===== config.mk =====
export PLATFORM = sky130hd
export DESIGN_NAME = timing_train_seq
export DESIGN_NICKNAME = d
export VERILOG_FILES = /design/src/rtl/train_pkg.sv /design/src/rtl/settle_timer.sv /design/src/rtl/tap_window.sv /design/src/rtl/timing_train_seq.sv
export SDC_FILE = /design/constraint.sdc
export NUM_CORES = 1
export LEC_CHECK = 0
export ABC_AREA = 1
export CAP_MARGIN = 20
export CORE_ASPECT_RATIO = 1.2
export CORE_MARGIN = 2
export CORE_UTILIZATION = 35
export DETAILED_ROUTE_END_ITERATION = 7
export PLACE_DENSITY = 0.59
export SYNTH_ARGS = -nofsm -noshare
export SYNTH_HDL_FRONTEND = slang
export SYNTH_SLANG_ARGS = --single-unit

===== constraint.sdc =====
create_clock -name clk_i -period 3 [get_ports clk_i]
set_input_delay 0.9 -clock clk_i [delete_from_list [all_inputs] [get_ports clk_i]]
set_output_delay 0.9 -clock clk_i [all_outputs]
set_load 0.02 [all_outputs]

===== src/rtl/train_pkg.sv =====
package train_pkg;

  typedef enum logic [2:0] {
    OP_NONE       = 3'd0,
    OP_MODE_ENTER = 3'd1,
    OP_MODE_EXIT  = 3'd2,
    OP_PAT_READ   = 3'd3,
    OP_WRITE      = 3'd4,
    OP_READ       = 3'd5
  } train_op_e;

  typedef enum logic [1:0] {
    ERR_NONE  = 2'd0,
    ERR_READ  = 2'd1,
    ERR_WRITE = 2'd2
  } train_err_e;

  typedef enum logic [3:0] {
    ST_IDLE,
    ST_ENTER,
    ST_RD_SETTLE,
    ST_RD_CMD,
    ST_RD_WAIT,
    ST_EXIT,
    ST_WR_SETTLE,
    ST_WR_CMD,
    ST_WR_RD,
    ST_WR_WAIT,
    ST_WR_EVAL,
    ST_DONE,
    ST_FAIL
  } train_state_e;

endpackage


===== src/rtl/settle_timer.sv =====
module settle_timer #(
  parameter int CNT_W = 4
) (
  input  logic             clk_i,
  input  logic             rst_ni,
  input  logic             load_i,
  input  logic [CNT_W-1:0] len_i,
  output logic             expired_o
);

  logic [CNT_W-1:0] cnt_q;

  always_ff @(posedge clk_i or negedge rst_ni) begin
    if (!rst_ni)              cnt_q <= '0;
    else if (load_i)          cnt_q <= len_i;
    else if (cnt_q != '0)     cnt_q <= cnt_q - 1'b1;
  end

  assign expired_o = (cnt_q == '0);

endmodule


===== src/rtl/tap_window.sv =====
module tap_window #(
  parameter int TAP_W = 6
) (
  input  logic             clk_i,
  input  logic             rst_ni,
  input  logic             clear_i,
  input  logic             hit_i,
  input  logic [TAP_W-1:0] tap_i,
  output logic             found_o,
  output logic [TAP_W-1:0] center_o
);

  logic [TAP_W-1:0] first_q, last_q;
  logic             found_q;
  logic [TAP_W:0]   sum;

  always_ff @(posedge clk_i or negedge rst_ni) begin
    if (!rst_ni) begin
      first_q <= '0;
      last_q  <= '0;
      found_q <= 1'b0;
    end else if (clear_i) begin
      first_q <= '0;
      last_q  <= '0;
      found_q <= 1'b0;
    end else if (hit_i) begin
      if (!found_q) first_q <= tap_i;
      last_q  <= tap_i;
      found_q <= 1'b1;
    end
  end

  // rounded-down midpoint
  assign sum      = {1'b0, first_q} + {1'b0, last_q};
  assign center_o = sum[TAP_W:1];
  assign found_o  = found_q;

  // taps sweep upward, so the window never inverts
  p_window_order_r5: assert property (@(posedge clk_i) disable iff (!rst_ni)
    found_q |-> (last_q >= first_q));

  p_center_inside_r5: assert property (@(posedge clk_i) disable iff (!rst_ni)
    found_q |-> (center_o >= first_q && center_o <= last_q));

endmodule


===== src/rtl/timing_train_seq.sv =====
module timing_train_seq
  import train_pkg::*;
#(
  parameter int TAP_W    = 6,
  parameter int SETTLE_W = 4
) (
  input  logic                clk_i,
  input  logic                rst_ni,
  input  logic                start_i,
  input  logic                wr_train_en_i,
  input  logic [SETTLE_W-1:0] settle_cyc_i,
  output logic                cmd_valid_o,
  output logic [2:0]          cmd_op_o,
  input  logic                cmd_ready_i,
  input  logic                cmp_valid_i,
  input  logic                cmp_pass_i,
  output logic [TAP_W-1:0]    rd_tap_o,
  output logic [TAP_W-1:0]    wr_tap_o,
  output logic                done_o,
  output logic                fail_o,
  output logic [1:0]          err_code_o
);

  localparam logic [TAP_W-1:0] TAP_MAX = '1;
  localparam int               NPHASE  = 2;

  train_state_e        state_q, state_d;
  logic [TAP_W-1:0]    rd_tap_q, rd_tap_d, wr_tap_q, wr_tap_d;
  logic                done_q, done_d, fail_q, fail_d;
  train_err_e          err_q, err_d;
  logic                wen_q, wen_d;
  logic [SETTLE_W-1:0] settle_q, settle_d;
  logic                load, clear, expired;
  train_op_e           op;

  logic [NPHASE-1:0]   hit, found;
  logic [TAP_W-1:0]    center [NPHASE];

  assign hit[0] = (state_q == ST_RD_WAIT) && cmp_valid_i && cmp_pass_i;
  assign hit[1] = (state_q == ST_WR_WAIT) && cmp_valid_i && cmp_pass_i;

  for (genvar g = 0; g < NPHASE; g++) begin : g_win
    tap_window #(.TAP_W(TAP_W)) u_win (
      .clk_i    (clk_i),
      .rst_ni   (rst_ni),
      .clear_i  (clear),
      .hit_i    (hit[g]),
      .tap_i    ((g == 0) ? rd_tap_q : wr_tap_q),
      .found_o  (found[g]),
      .center_o (center[g])
    );
  end

  settle_timer #(.CNT_W(SETTLE_W)) u_settle (
    .clk_i     (clk_i),
    .rst_ni    (rst_ni),
    .load_i    (load),
    .len_i     (settle_q),
    .expired_o (expired)
  );

  always_comb begin
    unique case (state_q)
      ST_ENTER:  op = OP_MODE_ENTER;
      ST_RD_CMD: op = OP_PAT_READ;
      ST_EXIT:   op = OP_MODE_EXIT;
      ST_WR_CMD: op = OP_WRITE;
      ST_WR_RD:  op = OP_READ;
      default:   op = OP_NONE;
    endcase
  end

  always_comb begin
    state_d  = state_q;
    rd_tap_d = rd_tap_q;
    wr_tap_d = wr_tap_q;
    done_d   = done_q;
    fail_d   = fail_q;
    err_d    = err_q;
    wen_d    = wen_q;
    settle_d = settle_q;
    load     = 1'b0;
    clear    = 1'b0;
    unique case (state_q)
      ST_IDLE, ST_DONE, ST_FAIL: begin
        if (start_i) begin
          clear    = 1'b1;
          state_d  = ST_ENTER;
          rd_tap_d = '0;
          wr_tap_d = '0;
          done_d   = 1'b0;
          fail_d   = 1'b0;
          err_d    = ERR_NONE;
          wen_d    = wr_train_en_i;
          settle_d = settle_cyc_i;
        end
      end
      ST_ENTER: begin
        if (cmd_ready_i) begin
          load    = 1'b1;
          state_d = ST_RD_SETTLE;
        end
      end
      ST_RD_SETTLE: if (expired) state_d = ST_RD_CMD;
      ST_RD_CMD:    if (cmd_ready_i) state_d = ST_RD_WAIT;
      ST_RD_WAIT: begin
        if (cmp_valid_i) begin
          if (rd_tap_q == TAP_MAX) begin
            state_d = ST_EXIT;
          end else begin
            rd_tap_d = rd_tap_q + 1'b1;
            load     = 1'b1;
            state_d  = ST_RD_SETTLE;
          end
        end
      end
      ST_EXIT: begin
        if (cmd_ready_i) begin
          if (!found[0]) begin
            rd_tap_d = '0;
            fail_d   = 1'b1;
            err_d    = ERR_READ;
            state_d  = ST_FAIL;
          end else begin
            rd_tap_d = center[0];
            if (wen_q) begin
              wr_tap_d = '0;
              load     = 1'b1;
              state_d  = ST_WR_SETTLE;
            end else begin
              done_d  = 1'b1;
              state_d = ST_DONE;
            end
          end
        end
      end
      ST_WR_SETTLE: if (expired) state_d = ST_WR_CMD;
      ST_WR_CMD:    if (cmd_ready_i) state_d = ST_WR_RD;
      ST_WR_RD:     if (cmd_ready_i) state_d = ST_WR_WAIT;
      ST_WR_WAIT: begin
        if (cmp_valid_i) begin
          if (wr_tap_q == TAP_MAX) begin
            state_d = ST_WR_EVAL;
          end else begin
            wr_tap_d = wr_tap_q + 1'b1;
            load     = 1'b1;
            state_d  = ST_WR_SETTLE;
          end
        end
      end
      ST_WR_EVAL: begin
        if (found[1]) begin
          wr_tap_d = center[1];
          done_d   = 1'b1;
          state_d  = ST_DONE;
        end else begin
          wr_tap_d = '0;
          fail_d   = 1'b1;
          err_d    = ERR_WRITE;
          state_d  = ST_FAIL;
        end
      end
      default: state_d = ST_IDLE;
    endcase
  end

  always_ff @(posedge clk_i or negedge rst_ni) begin
    if (!rst_ni) begin
      state_q  <= ST_IDLE;
      rd_tap_q <= '0;
      wr_tap_q <= '0;
      done_q   <= 1'b0;
      fail_q   <= 1'b0;
      err_q    <= ERR_NONE;
      wen_q    <= 1'b0;
      settle_q <= '0;
    end else begin
      state_q  <= state_d;
      rd_tap_q <= rd_tap_d;
      wr_tap_q <= wr_tap_d;
      done_q   <= done_d;
      fail_q   <= fail_d;
      err_q    <= err_d;
      wen_q    <= wen_d;
      settle_q <= settle_d;
    end
  end

  assign cmd_valid_o = (op != OP_NONE);
  assign cmd_op_o    = op;
  assign rd_tap_o    = rd_tap_q;
  assign wr_tap_o    = wr_tap_q;
  assign done_o      = done_q;
  assign fail_o      = fail_q;
  assign err_code_o  = err_q;

  p_cmd_hold_r4: assert property (@(posedge clk_i) disable iff (!rst_ni)
    (cmd_valid_o && !cmd_ready_i) |=> (cmd_valid_o && cmd_op_o == $past(cmd_op_o)));

  p_rd_tap_steady_r3: assert property (@(posedge clk_i) disable iff (!rst_ni)
    (cmd_valid_o && cmd_op_o == OP_PAT_READ) |-> $stable(rd_tap_o));

  p_wr_idle_in_read_r6: assert property (@(posedge clk_i) disable iff (!rst_ni)
    (cmd_valid_o && cmd_op_o == OP_PAT_READ) |-> (wr_tap_o == '0));

  p_fail_has_code_r8: assert property (@(posedge clk_i) disable iff (!rst_ni)
    fail_o |-> (err_code_o != ERR_NONE));

  p_done_fail_excl_r10: assert property (@(posedge clk_i) disable iff (!rst_ni)
    !(done_o && fail_o));

  p_done_held_r10: assert property (@(posedge clk_i) disable iff (!rst_ni)
    (done_o && !start_i) |=> done_o);

endmodule


# == After elaboration in Yosys (flattened, before gate mapping) ==
# Cells that the tools add are included.
# op_classes
eq_ne,34
reduce_logical,23
muxes,72
addsub,5
# ops
operator,n
$mux W6,21
$mux W4,15
$pmux W4 S11,1
$ne A2 B2 Y1 const B,18
$pmux W6 S4,1
$mux W1,22
$eq A4 B4 Y1 const B,5
$pmux W6 S3,1
$eq A4 B3 Y1 const B,4
$pmux W3 S5,1
$add A6 B6 Y7,2
$add A6 B1 Y6 const B,2
$eq A6 B6 Y1 const B,2
$reduce_and A10 Y1,1
$reduce_and A5 Y1,2
$reduce_bool A3 Y1,3
$eq A4 B2 Y1 const B,2
$logic_not A4 Y1,2
$mux W2,4
$reduce_bool A4 Y1,2
$reduce_and A7 Y1,1
$mux W3,2
$pmux W1 S3,2
$pmux W2 S3,1
9 further kinds,17
# totals
output_inout_bits,20
wordCells,149
input_bits,11
reg_bits,55

# == Logic depth before layout (Yosys ltp) ==
# Gate-level depths: netlist of the first run.
# depth
ltp_word,5
mapped_depth,11

# == By module ==
# From an unflattened synthesis of the first run, not the netlist that was laid out.
# unflattened
cells_unflattened,492
area_unflattened_um2,3604.7
# modules_own_cells
module,seq_area_each_um2,n_inst,area_per_inst_um2,cells_per_inst
timing_train_seq,625.6,1,1727.9,264
tap_window,325.3,2,817.0,97
settle_timer,100.1,1,242.7,34

# == Least setup slack after synthesis of the first run ==
# No wires, ideal clock.
# synth_timing
path_kind,register to output
from,register state_q[3]
to,output port cmd_op_o[2]
required_ns,2.100
arrival_time_ns,1.179
path_stages_with_launch,5
n_path_buf,1
slack_ns,0.921
cell_sequence,dfrtp_1 -> buf_4 -> inv_4 -> nand2_4 -> o21ai_0
# synth_via
elab_chain_cells,2
# synth_rtl
item,line_no,text
start: declaration,timing_train_seq.sv:27,"train_state_e state_q, state_d;"
start signal: assignment,timing_train_seq.sv:178,state_q <= state_d;
$eq A4 B4 Y1 (tied with other cells),timing_train_seq.sv:63,unique case (state_q)
$pmux W3 S5 *,timing_train_seq.sv:63,
end: declaration,timing_train_seq.sv:13,"output logic [2:0] cmd_op_o,"
# Every way passes the cells marked *; elsewhere a longest branch is shown, timed or not.

# == Worst setup path after layout of the first run ==
# layout_timing
from,register state_q[2]
to,output port cmd_op_o[0]
# Same word-level chain as after synthesis.

==> results by stage, run 1 <==
Outcome:
- The run finished with clean final reports.

Drt:
- The number of remaining DRC errors is 0.
- Dividing the detail-routed via count by the number of cells gives roughly 4.9.
- The routed design has 8610 um of wire.
- The first routing iteration left 108 violations.
- The number of nets still failing antenna checks after routing is 0.
- The detailed-router iteration count before antenna repair is 4.
- Across all layers, the routed design uses between 3000 and 4000 vias.
- Dividing the detail-routed wire length by the instance count gives approximately 13 um.

Worst setup path:
- The number of cells on the worst reg-to-reg path is 8.
- In this design, the stage delay of the slowest critical-path cell is a little over 0.6 ns.
- STA puts the critical path data required time at 2.10 ns.
- The critical path class is flip-flop to primary output.
- STA classifies the critical path endpoint as a primary output.
- Walking the worst path, the cells encountered are nor2_2 > nand2_1 > o21ai_0 > clkdlybuf4s50_1.
- The maximum fanout count along the critical path is 8.
- The arrival time of data at the critical path endpoint is ~1.9 ns.
- STA classifies the critical path startpoint as a flip-flop.
- The slowest stage of the critical path is the sky130_fd_sc_hd__clkdlybuf4s50_1 cell.

STA:
- The total count of hold-check failures in the final report is 0.
- The clock period minus worst slack is roughly 2.8 ns.
- Across the routed clock network, the largest skew measured is around 0.006 ns.
- Setup repair after global routing left no endpoint under its margin.
- Headroom to the max-slew limit came out at 0.514.
- Timing would allow up to ~360 MHz.
- The aggregate negative setup slack is 0 ns.
- The max-slew violation count is 0.
- The worst hold slack is 0.484 ns.
- The total setup violations reported at the end of the flow is 0.
- The portion of the clock cycle consumed by the worst path in the final layout is 0.935.
- The transition time at the pin with the least slew margin is 0.729 ns.

Logic synthesis:
- Counting flops with an async set or reset pin after synthesis yields a share of 1.00.
- The number of nets produced by synthesis is 502.
- The unique cell type count in the Yosys netlist is 35.
- After technology mapping, the gate count stands at about 480.
- Summing every instance area after synthesis gives 0.00351 mm2.
- The prevailing post-synth register cell is sky130_fd_sc_hd__dfrtp_1.
- Yosys mapped a number of flops with a built-in enable equal to 0.
- The mean area per synthesized cell is approximately 7.4 um2.
- The post-synthesis sequential area ratio is 0.393.
- The synthesis-stage register bit count is 55.
- For this run, the number of Yosys warnings is 0.

Floorplanning:
- In this run the standard cell core region covers approximately 0.01 mm2.
- The number of ports placed on the die boundary is 31.
- The die extent in y is roughly 110 um.
- The die area is between 0.01 and 0.015 mm2.
- The floorplan has 40 rows.
- The initial standard-cell utilization of the core is 0.356.
- The die is around 95 um wide.

CTS:
- The root cell of the clock tree is sky130_fd_sc_hd__clkbuf_16.
- The number of levels in the clock H-tree is 2.
- The clock tree from TritonCTS is yes.
- The CTS sink count is 55.
- The clock reaches the later pin of the worst-skew pair after around 0.29 ns.
- The clock passes through at most 2 buffers.
- Buffers inserted during clock tree synthesis total 5.
- After clock tree synthesis, the clock-pin slew on the worst setup and hold paths is 0.07 ns.
- The number of setup buffers added after CTS is 0.

Power and ir drop:
- The worst IR drop on VDD is 0.000537 V.
- In this run the power density over the cells is roughly 760 mW/mm2.
- For this design the static power due to leakage is about 2.2 nW.
- Overall power consumption after layout is estimated at around 0.0031 W.

Flow run:
- The total of max-cap violations is 0.

Place:
- The count of buffers added on input and output ports is 30.
- Once placement finished, the instance area stood at around 0.0040 mm2.
- After legalization and detailed placement, the total HPWL measured between 6000 and 7000 um.
- At the end of routability-driven placement, the weighted congestion stood at a little under 0.9.

Cells and area:
- The final net count is approximately 540.
- The utilization of the core after routing is 0.419.
- The total non-filler cell area in the finished layout is roughly 0.0041 mm2.
- Counting the fill cells in the layout gives slightly above 1000.
- In the layout the commonest cells are sky130_fd_sc_hd__nand2_1, sky130_fd_sc_hd__dfrtp_1, sky130_fd_sc_hd__o21ai_0, sky130_fd_sc_hd__inv_1, sky130_fd_sc_hd__nand3_1.
- The fraction of final layout cells sized beyond drive strength 1 is 0.111.
- Compared with the post-synthesis result, the final layout area differs by 17.7%.
- The antenna diode instance count is 0.
- Leaving out fill and tap cells, the most frequent cell in the layout is sky130_fd_sc_hd__nand2_1.

Global route:
- The number of antenna violations at the first check in global routing is 0.
- The global-route usage over all layers is 0.175.
- The via count of the first global-routing pass is 3111.
- The total overflow left after global routing is 0.
- The maximum number of pins on one net before global-route repair is 33.
- The global-route wire length before repair is around 15000 um.

Min path:
- The number of cells traversed by the worst hold path is 2.
- The path class of the tightest hold or removal check is flip-flop to flip-flop.
## state kept, by name (all words and copies together) (netlist names)
register	count
g_win.u_win.first_q	12
g_win.u_win.last_q	12
rd_tap_o	6
wr_tap_o	6
settle_q	4
state_q	4
u_settle.cnt_q	4
err_code_o	2
g_win.u_win.found_o	2
done_o	1
fail_o	1
wen_q	1
## synth_stat cells, types with 3 or more instances
cell	count	area (um2)
sky130_fd_sc_hd__nor2_1	18	67.6
sky130_fd_sc_hd__o21ai_1	6	30.0
sky130_fd_sc_hd__nand2_4	6	67.6
sky130_fd_sc_hd__nand2_1	179	672
sky130_fd_sc_hd__nor2_2	3	18.8
sky130_fd_sc_hd__nand4_1	9	56.3
sky130_fd_sc_hd__dfrtp_1	55	1380
sky130_fd_sc_hd__inv_1	36	135
sky130_fd_sc_hd__a21oi_1	12	60.1
sky130_fd_sc_hd__o21ai_0	47	235
sky130_fd_sc_hd__ha_1	13	163
sky130_fd_sc_hd__inv_2	9	33.8
sky130_fd_sc_hd__nand2_2	13	81.3
sky130_fd_sc_hd__nor2_4	4	45.0
sky130_fd_sc_hd__nand3_1	36	180
## kinds of logic after synthesis
| logic type | Yosys count | share of synthesized area |
|---|---|---|
| compound gates | 74 | 0.116 |
| xor+xnor | 4 | 0.00999 |
| fa+ha+maj | 15 | 0.0578 |
| buf+inv | 51 | 0.0585 |
| flops | 55 | 0.393 |
| simple gates | 277 | 0.365 |
## path summary, 6_finish.rpt
kind	from	end	slack [ns]
max	state_q[2]	cmd_op_o[0]	0.19
min	fail_o	fail_o	0.48
max reg2reg	rd_tap_o[0]	rd_tap_o[1]	1.22
min reg2reg	fail_o	fail_o	0.48
max in group asynchronous	rst_ni	settle_q[2]	1.64
min in group asynchronous	rst_ni	wr_tap_o[5]	0.66
## per-layer routing
layer / track usage / up-vias / wire (um)
li1: - / 1614 / -
met1: 0.225 / 1461 / 3910
met2: 0.290 / 58 / 4210
met3: 0.0238 / 10 / 303
met4: 0.0783 / 0 / 192
met5: 0 / - / 0
## per-stage QoR
stage,setup WS [ns],std cells
3_5_place_dp,0.372,630
5_1_grt,0.0680,638
4_1_cts,0.0283,638
3_3_place_gp,0.402,630
6_report,0.194,638
2_1_floorplan,0.921,476
## cell type report
class                           instances  area, um2  area share
Sequential cell                        55       1380       0.334
Inverter                               47        181      0.0440
Timing Repair Buffer                   32        313      0.0758
Multi-Input combinational cell        370       1920       0.466
Tap cell                              126        158      0.0382
Clock inverter                          2       35.0     0.00849
Clock buffer                            6        139      0.0336
## worst max-delay path, delay by kind of cell, from the launching register on
family	cells	cell delay, ns
buf+inv	1	0.62
simple gates	2	0.40
flops	1	0.48
compound gates	1	0.11
## timing repair
item,4_1_cts,5_1_grt
hold buffers,0,0
endpoints found under the setup margin,0,2
gates resized for setup,0,2
## power by group
| group | total [W] | leakage, nW | internal (W) | switching (W) |
|---|---|---|---|---|
| Combinational | 0.00145 | 1.37 | 0.000475 | 0.000972 |
| Clock | 0.000679 | 0.0868 | 0.000416 | 0.000263 |
| Sequential | 0.00102 | 0.745 | 0.000878 | 0.000146 |
Note: power is estimated with default switching activity, not from simulation.
==> run 2, diff against run 1 <==
- CTS_CLUSTER_SIZE: default -> 40
==> results of run 2 <==
No change in the layout: final DEF, timing and power equal those of run 1.
